## src/rtl/dram_mode_decoder.sv

```systemverilog
module dram_mode_decoder #(
  parameter int SELF_SAMPLES = 5000,
  parameter int SKEW_MAX     = 2
) (
  input  logic       clk,
  input  logic       rst_n,
  input  logic       ras_n,
  input  logic       ucas_n,
  input  logic       lcas_n,
  input  logic       we_n,
  input  logic       oe_n,
  output logic [3:0] mode,
  output logic       mode_valid,
  output logic [1:0] wr_stb,
  output logic [1:0] oe_en,
  output logic       self_ref,
  output logic [2:0] viol
);
  localparam int CW  = $clog2(SELF_SAMPLES + 1);
  localparam int SKW = $clog2(SKEW_MAX + 2);
  localparam logic [3:0] M_READ = 4'd1, M_EWR = 4'd2, M_DWR = 4'd3, M_RMW = 4'd4;
  localparam logic [3:0] M_RONLY = 4'd5, M_CBR = 4'd6, M_SELF = 4'd7;

  logic           ras_q, we_q, row_q, cbr_q, both_lo_q;
  logic [1:0]     lo_q, early_q, wdone_q, pc_q;
  logic           pe_q, pl_q, rd_q, prmw_q, ce_q, cl_q, cr_q;
  logic [CW-1:0]  lo_cnt_q;
  logic [SKW-1:0] sk_q;

  wire [1:0] lo       = ~{ucas_n, lcas_n};
  wire       cas_any  = |lo;
  wire       cas_anyq = |lo_q;
  wire       ras_fall = ras_q & ~ras_n;
  wire       ras_rise = ~ras_q & ras_n;
  wire [1:0] bfall    = lo & ~lo_q;
  wire       cas_fall = cas_any & ~cas_anyq;
  wire       we_fall  = we_q & ~we_n;

  wire row_nxt = ras_fall ? ~cas_any : (ras_n ? 1'b0 : row_q);
  wire cbr_nxt = ras_fall ?  cas_any : (ras_n ? 1'b0 : cbr_q);

  logic [1:0] early_nxt;
  always_comb begin
    for (int b = 0; b < 2; b++)
      early_nxt[b] = row_nxt & lo[b] & (bfall[b] ? ~we_n : early_q[b]);
  end

  wire [1:0] wr_early  = bfall & {2{row_nxt & ~we_n}};
  wire [1:0] wr_late   = lo & ~bfall & ~wdone_q & {2{row_nxt & we_fall}};
  wire [1:0] wr_nxt    = wr_early | wr_late;
  wire [1:0] wdone_nxt = lo & {2{row_nxt}} & (wdone_q | wr_nxt);

  wire pulse    = row_nxt & cas_any;
  wire pe_nxt   = pulse & (pe_q | (|wr_early));
  wire pl_nxt   = pulse & (pl_q | (|wr_late));
  wire rd_nxt   = pulse & (rd_q | (~oe_n & we_n & ~pe_nxt));
  wire prmw_nxt = pulse & (prmw_q | ((|wr_late) & rd_q));

  wire ce_nxt = row_nxt & (ce_q | pe_nxt);
  wire cl_nxt = row_nxt & (cl_q | pl_nxt);
  wire cr_nxt = row_nxt & (cr_q | prmw_nxt);
  wire [1:0] pc_nxt = !row_nxt ? 2'd0 :
                      (cas_fall && pc_q != 2'd2) ? pc_q + 2'd1 : pc_q;

  wire [CW-1:0] lo_cnt_nxt = !cbr_nxt ? '0 :
                             (lo_cnt_q == CW'(SELF_SAMPLES)) ? lo_cnt_q : lo_cnt_q + CW'(1);
  assign self_ref = cbr_q & (lo_cnt_q == CW'(SELF_SAMPLES));

  wire mism   = lo[0] ^ lo[1];
  wire mism_q = lo_q[0] ^ lo_q[1];
  wire [SKW-1:0] sk_nxt = !mism ? '0 :
                          (sk_q == SKW'(SKEW_MAX + 1)) ? sk_q : sk_q + SKW'(1);
  wire both_lo_nxt = (&lo) | (cas_any & both_lo_q);

  wire v_skew = mism_q & ~mism & (sk_q > SKW'(SKEW_MAX)) &
                ((&lo) | (~cas_any & both_lo_q));
  wire v_oe   = row_nxt & ~oe_n & (|early_nxt);
  wire v_mix  = pe_nxt & pl_nxt & ~(pe_q & pl_q);

  wire [3:0] base = cr_q ? M_RMW : cl_q ? M_DWR : ce_q ? M_EWR : M_READ;
  wire [3:0] cls  = cbr_q ? (self_ref ? M_SELF : M_CBR) :
                    (pc_q == 2'd0) ? M_RONLY :
                    (pc_q == 2'd1) ? base : (base | 4'd8);

  always_ff @(posedge clk or negedge rst_n) begin
    if (!rst_n) begin
      ras_q <= 1'b1;  we_q <= 1'b1;  lo_q <= '0;
      row_q <= 1'b0;  cbr_q <= 1'b0; both_lo_q <= 1'b0;
      early_q <= '0;  wdone_q <= '0; pc_q <= '0;
      pe_q <= 1'b0;   pl_q <= 1'b0;  rd_q <= 1'b0; prmw_q <= 1'b0;
      ce_q <= 1'b0;   cl_q <= 1'b0;  cr_q <= 1'b0;
      lo_cnt_q <= '0; sk_q <= '0;
      mode <= '0;     mode_valid <= 1'b0;
      wr_stb <= '0;   oe_en <= '0;   viol <= '0;
    end else begin
      ras_q <= ras_n; we_q <= we_n;  lo_q <= lo;
      row_q <= row_nxt; cbr_q <= cbr_nxt; both_lo_q <= both_lo_nxt;
      early_q <= early_nxt; wdone_q <= wdone_nxt; pc_q <= pc_nxt;
      pe_q <= pe_nxt; pl_q <= pl_nxt; rd_q <= rd_nxt; prmw_q <= prmw_nxt;
      ce_q <= ce_nxt; cl_q <= cl_nxt; cr_q <= cr_nxt;
      lo_cnt_q <= lo_cnt_nxt; sk_q <= sk_nxt;
      mode_valid <= ras_rise & (row_q | cbr_q);
      if (ras_rise && (row_q || cbr_q)) mode <= cls;
      wr_stb <= wr_nxt;
      oe_en  <= {2{row_nxt & ~oe_n}} & lo & ~early_nxt;
      viol   <= {v_mix, v_skew, v_oe};
    end
  end


  mode_valid_pulse_chk: assert property (@(posedge clk) disable iff (!rst_n)
    mode_valid |=> !mode_valid);


  mode_valid_code_chk: assert property (@(posedge clk) disable iff (!rst_n)
    mode_valid |-> mode != 4'd0);


  oe_needs_row_chk: assert property (@(posedge clk) disable iff (!rst_n)
    (oe_en != 2'b00) |-> !$past(ras_n));


  wr_needs_row_chk: assert property (@(posedge clk) disable iff (!rst_n)
    (wr_stb != 2'b00) |-> !$past(ras_n));


  wr_upper_lane_chk: assert property (@(posedge clk) disable iff (!rst_n)
    wr_stb[1] |-> !$past(ucas_n));


  wr_lower_lane_chk: assert property (@(posedge clk) disable iff (!rst_n)
    wr_stb[0] |-> !$past(lcas_n));
endmodule

```

## config.mk

```make
export PLATFORM = sky130hd
export DESIGN_NAME = dram_mode_decoder
export DESIGN_NICKNAME = d
export VERILOG_FILES = /design/src/rtl/dram_mode_decoder.sv
export SDC_FILE = /design/constraint.sdc
export NUM_CORES = 1
export LEC_CHECK = 0
export BUFFER_PORTS_ARGS = -buffer_cell sky130_fd_sc_hd__buf_2
export CAP_MARGIN = 20
export CORE_MARGIN = 4
export CORE_UTILIZATION = 39
export DETAILED_ROUTE_END_ITERATION = 12
export GPL_TIMING_DRIVEN = 0
export PLACE_DENSITY = 0.61
export SETUP_SLACK_MARGIN = 0.2
export SKIP_LAST_GASP = 1
export SLEW_MARGIN = 40
export SYNTH_ARGS = -nofsm -noshare
export SYNTH_HDL_FRONTEND = slang
export SYNTH_SLANG_ARGS = --single-unit
```

## constraint.sdc

```tcl
create_clock -name clk -period 5.7 [get_ports clk]
set_input_delay 1.14 -clock clk [delete_from_list [all_inputs] [get_ports clk]]
set_output_delay 1.14 -clock clk [all_outputs]
set_load 0.05 [all_outputs]
```

==> flow_metrics.tcl, run 1 <==
set metrics [dict create \
    fillers 549 \
    rows 27 \
    critPathRequiredTime_ns 4.56 \
    hp-class "reg2reg" \
    switching_power_uw 180 \
    grt_use_total_pct 13.8 \
    multi_input_area_um2 953 \
    hold_viol_final 0 \
    htree_levels 2 \
    seq_power_share_pct 53.8 \
    dpl.hpwl_um 3110 \
    peakVddDrop_v 0.000138 \
    io_pins 20 \
    min-delay-start "prmw_q$_DFF_PN0_" \
    cts_made_buffers 5 \
    synthCells 220 \
    synthesis.nets 235 \
    antenna_cells 0 \
    seq_area_mm2 0.00118 \
    cts.sinks 47 \
    r2r_end "lo_cnt_q[11]$_DFFE_PN0P_" \
    max_freq_mhz 300 \
    maxCapViolCount 0 \
    synth.top_cell.area_share_pct 50.0 \
    layout-drive-gt1-share_pct 15.0 \
    grt_pass1_wl_um 8130 \
    start_util_pct 40.7 \
    p_per_area_mw_per_mm2 263 \
    die_w_um 84.0 \
    cts_tree "done" \
    rr_worst_depth 5 \
    clockBufferDepth 2 \
    intPower_uw 489 \
    fin_crit_ns 3.34 \
    drtPass1Iterations 4 \
    via_per_inst 5.25 \
    p_leak_uw 0.00107 \
    skew_ns 0.00891 \
    slew_viol_final 0 \
    synth-seq-cells 47 \
    vias 1675 \
    antenna_found_initial 0 \
    worst-path-max-fanout 6 \
    ys_top_cells_by_area "dfrtp_1 50%, ha_1 4.4%, inv_1 3.8%" \
    switching_share_pct 26.9 \
    whs_ns 0.491 \
    cts_setup_buffers 0 \
    p_clk_share_pct 33.3 \
    reg2reg_slack_ns 3.91 \
    die_y_um 84.0 \
    ys_seq_area_share_pct 52.3 \
    worstSkewPairLatency_ns 0.30 \
    maxSlewHeadroom_pct 60.0 \
    worstHoldPathCells 2 \
    place.gp.congestion 0.707 \
    end_kind "output pin" \
    combPwrFrac_pct 12.9 \
    drcViolationCount 0 \
    outcome "complete, no violations" \
    ant_nets 0 \
    grt_overflow 0 \
    rsz0062_at_grt "no" \
    drt_iter0_markers 61 \
    cp.arrival_ns 2.20 \
    wl_per_cell_um 13.9 \
    clkTransAtPathRegs_ns 0.08 \
    fin_util_pct 45.9 \
    finalCritPeriodShare_pct 58.6 \
    cts_resized 0 \
    hold_end "prmw_q$_DFF_PN0_" \
    area_growth_pct 12.9 \
    path_class "reg2out" \
    yosys_warnings 0 \
    dieArea_mm2 0.00705 \
    timing.rr.start "ras_q$_DFF_PN1_" \
    syn_area_mm2 0.00225 \
    synth_cell_types 41 \
    core_mm2 0.00554 \
    grt_max_degree 48 \
    avgSynthCellArea_um2 10.2 \
    start_kind "register" \
    tightest_slew_ns 0.600 \
    cts_hold_buf 0 \
    final_common_cell "dfrtp_1" \
    final_cell_mix "45 x dfrtp_1, 23 x inv_1, 18 x buf_2, 17 x a21oi_1, 15 x nor2_1" \
    nets 261 \
    setup_viol 0 \
    yosysTopAreaCell "dfrtp_1" \
    cts-root-buf "clkbuf_8" \
    setup_tns_ns 0 \
    first_global_vias 1764 \
    port_buffers 19 \
    wirelength_um 4440 \
]
## flip-flops by register name (all words and copies together), names as in the netlist, 2 cells and up
signal / flops
pc_q: 2
wr_stb: 2
lo_q: 2
wdone_q: 2
viol: 3
oe_en: 2
mode: 4
sk_q: 2
early_q: 2
lo_cnt_q: 13
## synth_stat cells (all sizes together)
master / n
o31ai: 4
or2: 2
o2bb2ai: 1
o22ai: 2
nor4b: 3
o2111ai: 2
dfstp: 2
ha: 8
o211ai: 8
nand2: 7
or3: 3
nor3: 6
o221a: 1
mux2i: 5
nor2: 15
or4: 4
or2b: 1
and2: 5
xor2: 1
nor4: 5
a31oi: 2
nand4: 3
nand2b: 2
a211oi: 1
nand3: 5
clkbuf: 9
nand3b: 1
or4b: 2
xnor2: 3
inv: 23
dfrtp: 45
a221oi: 2
o21ai: 8
a21o: 1
a21oi: 17
nor2b: 5
mux2: 2
nor3b: 4
## cell type report
type	instances	area share (%)
Timing Repair Buffer	19	3.84
Multi-Input combinational cell	141	37.5
Inverter	23	3.39
Clock buffer	7	3.79
Clock inverter	1	0.295
Sequential cell	47	46.3
Buffer	9	1.33
Tap cell	72	3.54
## worst max path at each step
| stage | startpoint | end | slack [ns] |
|---|---|---|---|
| 2_1_floorplan | lo_cnt_q[2]$_DFFE_PN0P_ | self_ref | 2.88 |
| 3_3_place_gp | lo_cnt_q[2]$_DFFE_PN0P_ | self_ref | 2.69 |
| 3_5_place_dp | lo_cnt_q[2]$_DFFE_PN0P_ | self_ref | 2.66 |
| 4_1_cts | lo_cnt_q[2]$_DFFE_PN0P_ | self_ref | 2.34 |
| 5_1_grt | lo_cnt_q[2]$_DFFE_PN0P_ | self_ref | 2.25 |
| 6_report | lo_cnt_q[2]$_DFFE_PN0P_ | self_ref | 2.36 |
## through the flow
step / setup WS, ns / std cells / power (uW) / cell area (um2)
after floorplan: 2.88 / 220 / 426 / 2250
after global placement: 2.69 / 311 / 452 / 2440
after detailed placement: 2.66 / 311 / 455 / 2440
after CTS: 2.34 / 319 / 679 / 2540
after global routing: 2.25 / 319 / 703 / 2540
final: 2.36 / 319 / 670 / 2540
## power groups by stage
| stage | logic, uW | clock network, uW | registers (uW) |
|---|---|---|---|
| 6_report | 86.5 | 223 | 360 |
| 5_1_grt | 97.0 | 242 | 363 |
| 4_1_cts | 88.2 | 231 | 360 |
| 3_5_place_dp | 87.9 | 0 | 367 |
| 3_3_place_gp | 85.4 | 0 | 367 |
| 2_1_floorplan | 44.0 | 0 | 382 |
## metal layers
| layer | global-route usage (%) | part of all wire, % | vias to the layer above |
|---|---|---|---|
| li1 | - | - | 835 |
| met1 | 18.8 | 48 | 820 |
| met2 | 22.5 | 48 | 20 |
| met3 | 3.75 | 3.8 | 0 |
| met4 | 1.75 | 0 | 0 |
| met5 | 0 | 0 | - |
## worst max-delay path, cell delays in order (launching register included)
cell     delay (ns)
dfrtp_1        0.44
or4b_4         0.57
nor4_4         0.43
and2_2         0.21
buf_2          0.25
## logic make-up (layout without fill, tap and decap cells)
family | Yosys count | after routing | share of synthesized area, %
muxes | 7 | 7 | 3.22
DFF | 47 | 47 | 52.3
adders and majority gates | 8 | 8 | 4.44
and+or+nand+nor | 73 | 73 | 19.3
xor gates and xnor gates | 4 | 4 | 1.56
AOI/OAI and AO/OA | 49 | 49 | 13.8
buffers and inverters | 32 | 59 | 5.33
Note: power is estimated with default switching activity, not from simulation.
==> run 2: changes to the inputs <==
- ABC_AREA: default -> 1
- clock period: 5.7 -> 3.3 ns (I/O delays scaled with it)
==> flow_metrics.tcl, run 2 <==
set metrics [dict create \
    rr_worst_depth 6 \
    cp_cell_sequence "inv_1, ha_1, inv_1, nor4_1, nand2_1, nor3_1, buf_2" \
    cts.sinks 47 \
    antenna_found_initial 0 \
    yosys_warnings 0 \
    fin_area_mm2 0.00247 \
    rows 26 \
    hold_viol_final 0 \
    dpl.cell_count 332 \
    drcViolationCount 0 \
    synth.most_common_cell "dfrtp_1" \
    setup_viol 0 \
    path_buf_inv 3 \
    core_mm2 0.00524 \
    area_growth_pct 13.9 \
    first_global_vias 1601 \
    grt_pass1_wl_um 7140 \
    r2r_end "lo_cnt_q[1]$_DFFE_PN0P_" \
    clockBufferDepth 2 \
    placed_area_mm2 0.00236 \
    top_register "lo_cnt_q" \
    htree_levels 2 \
    finalCritPeriodShare_pct 76.3 \
    fin_crit_ns 2.52 \
    die_y_um 82.6 \
    ant_nets 0 \
    rsz0062_at_grt "no" \
    worstSkewPairLatency_ns 0.30 \
    cts_hold_buf 0 \
    grt_max_degree 48 \
    top_layer_used "met4" \
    start_kind "register" \
    synth-async-reset-ratio_pct 100 \
    skew_ns 0.0112 \
    finalNonFillerCells 340 \
    synth-seq-cells 47 \
    end_kind "output pin" \
    avgSynthCellArea_um2 8.93 \
    synth_cell_types 30 \
    hp-class "in2async" \
    tightest_slew_ns 0.610 \
    syn_area_mm2 0.00217 \
    die_w_um 82.6 \
    vias 1637 \
    place.gp.congestion 0.796 \
    nets 284 \
    critPathRequiredTime_ns 2.64 \
    port_buffers 19 \
    wl_per_cell_um 12.0 \
    synth.top_cell.area_share_pct 51.9 \
    dp_slack_ns 1.08 \
    ys_top_cells_by_area "dfrtp_1 52%, nand2_1 7.3%, inv_1 6.6%" \
    reg2reg_slack_ns 1.84 \
    via_per_inst 4.81 \
    cp_slowest_cell "dfrtp_1" \
    wirelength_um 4090 \
    final_cell_mix "45 x dfrtp_1, 42 x nand2_1, 38 x inv_1, 28 x nor2_1, 18 x buf_2" \
    slew_viol_final 0 \
    setup_tns_ns 0 \
    yosysTopAreaCell "dfrtp_1" \
    cpMostUsedCell "inv_1" \
    antenna_cells 0 \
    maxCapViolCount 0 \
    maxSlewHeadroom_pct 59.3 \
    cts_made_buffers 5 \
    timing.rr.start "ras_q$_DFF_PN1_" \
    synth_edf_count 0 \
    p_per_area_mw_per_mm2 489 \
    cts_setup_buffers 0 \
    drtPass1Iterations 4 \
    clkTransAtPathRegs_ns 0.09 \
    outcome "complete, no violations" \
    worst-path-max-fanout 4 \
    wl_met1_um 2030 \
    peakVddDrop_v 0.000276 \
    cts-root-buf "clkbuf_8" \
    cts_tree "done" \
    grt_use_total_pct 14.0 \
    synthesis.nets 258 \
    grt_overflow 0 \
    top_regs "lo_cnt_q: 13 flops, mode: 4 flops, viol: 3 flops" \
    start_util_pct 41.4 \
    setup_ws_ns 0.781 \
    dieArea_mm2 0.00682 \
    route.met3.wl_um 231 \
    cp_top_family "simple AND/OR/NAND/NOR gates" \
    final_common_cell "dfrtp_1" \
    cts_resized 0 \
    io_pins 20 \
    fillers 500 \
    synth_common_cells "45 x dfrtp_1, 42 x nand2_1, 38 x inv_1" \
    ys_seq_area_share_pct 54.3 \
    p_leak_uw 0.00130 \
    drt_iter0_markers 72 \
    synthCells 243 \
    max_freq_mhz 397 \
    ys.flop_type "dfrtp_1" \
    cp.arrival_ns 1.86 \
    max_stage_delay_ns 0.41 \
    largest_register_ffs 13 \
    layout-drive-gt1-share_pct 14.8 \
    dpl.hpwl_um 2950 \
    crit_start "lo_cnt_q[0]$_DFFE_PN0P_" \
    met2_length_um 1760 \
    path_class "reg2out" \
]
-- run 2: power breakdown --
| part | internal [uW] | switching (uW) |
|---|---|---|
| clock network | 245 | 191 |
| logic | 38.7 | 110 |
| registers | 606 | 17.9 |
| total | 890 | 319 |
-- run 2: how the worst max path moves through the flow --
stage                           to  slack [ns]  cells past startpoint
after floorplan           self_ref        0.61                      6
after global placement    self_ref        1.07                      7
after detailed placement  self_ref        1.08                      7
after CTS                 self_ref        0.74                      7
after global routing      self_ref        0.57                      7
final                     self_ref        0.78                      7
-- run 2: logic make-up after synthesis --
family / after synthesis / synth area share [%]
xor+xnor: 4 / 1.61
fa+ha+maj: 8 / 4.61
simple gates: 110 / 23.8
flops: 47 / 54.3
compound gates: 34 / 8.65
buf+inv: 40 / 7.03
-- run 2: area by class of cell --
type | count | area [um2] | share of cell area [%]
Clock buffer | 6 | 82.6 | 3.34
Clock inverter | 2 | 35.0 | 1.42
Multi-Input combinational cell | 156 | 840 | 33.9
Inverter | 40 | 153 | 6.17
Sequential cell | 47 | 1180 | 47.6
Timing Repair Buffer | 19 | 97.6 | 3.95
Tap cell | 70 | 87.6 | 3.54
-- run 2: stage by stage --
| stage | util, % | hold slack (ns) | total power, uW |
|---|---|---|---|
| 5_1_grt | 47.2 | 0.400 | 1280 |
| 2_1_floorplan | - | 0.364 | 736 |
| 3_3_place_gp | 44.9 | 0.457 | 781 |
| 4_1_cts | 47.2 | 0.385 | 1230 |
| 3_5_place_dp | 45.0 | 0.473 | 788 |
| 6_report | 47.2 | 0.349 | 1210 |
-- run 2: metal layers --
| metal | global-route usage (%) | vias to the layer above |
|---|---|---|
| li1 | - | 836 |
| met1 | 18.2 | 755 |
| met2 | 22.0 | 38 |
| met3 | 4.23 | 8 |
| met4 | 5.39 | 0 |
| met5 | 0 | - |
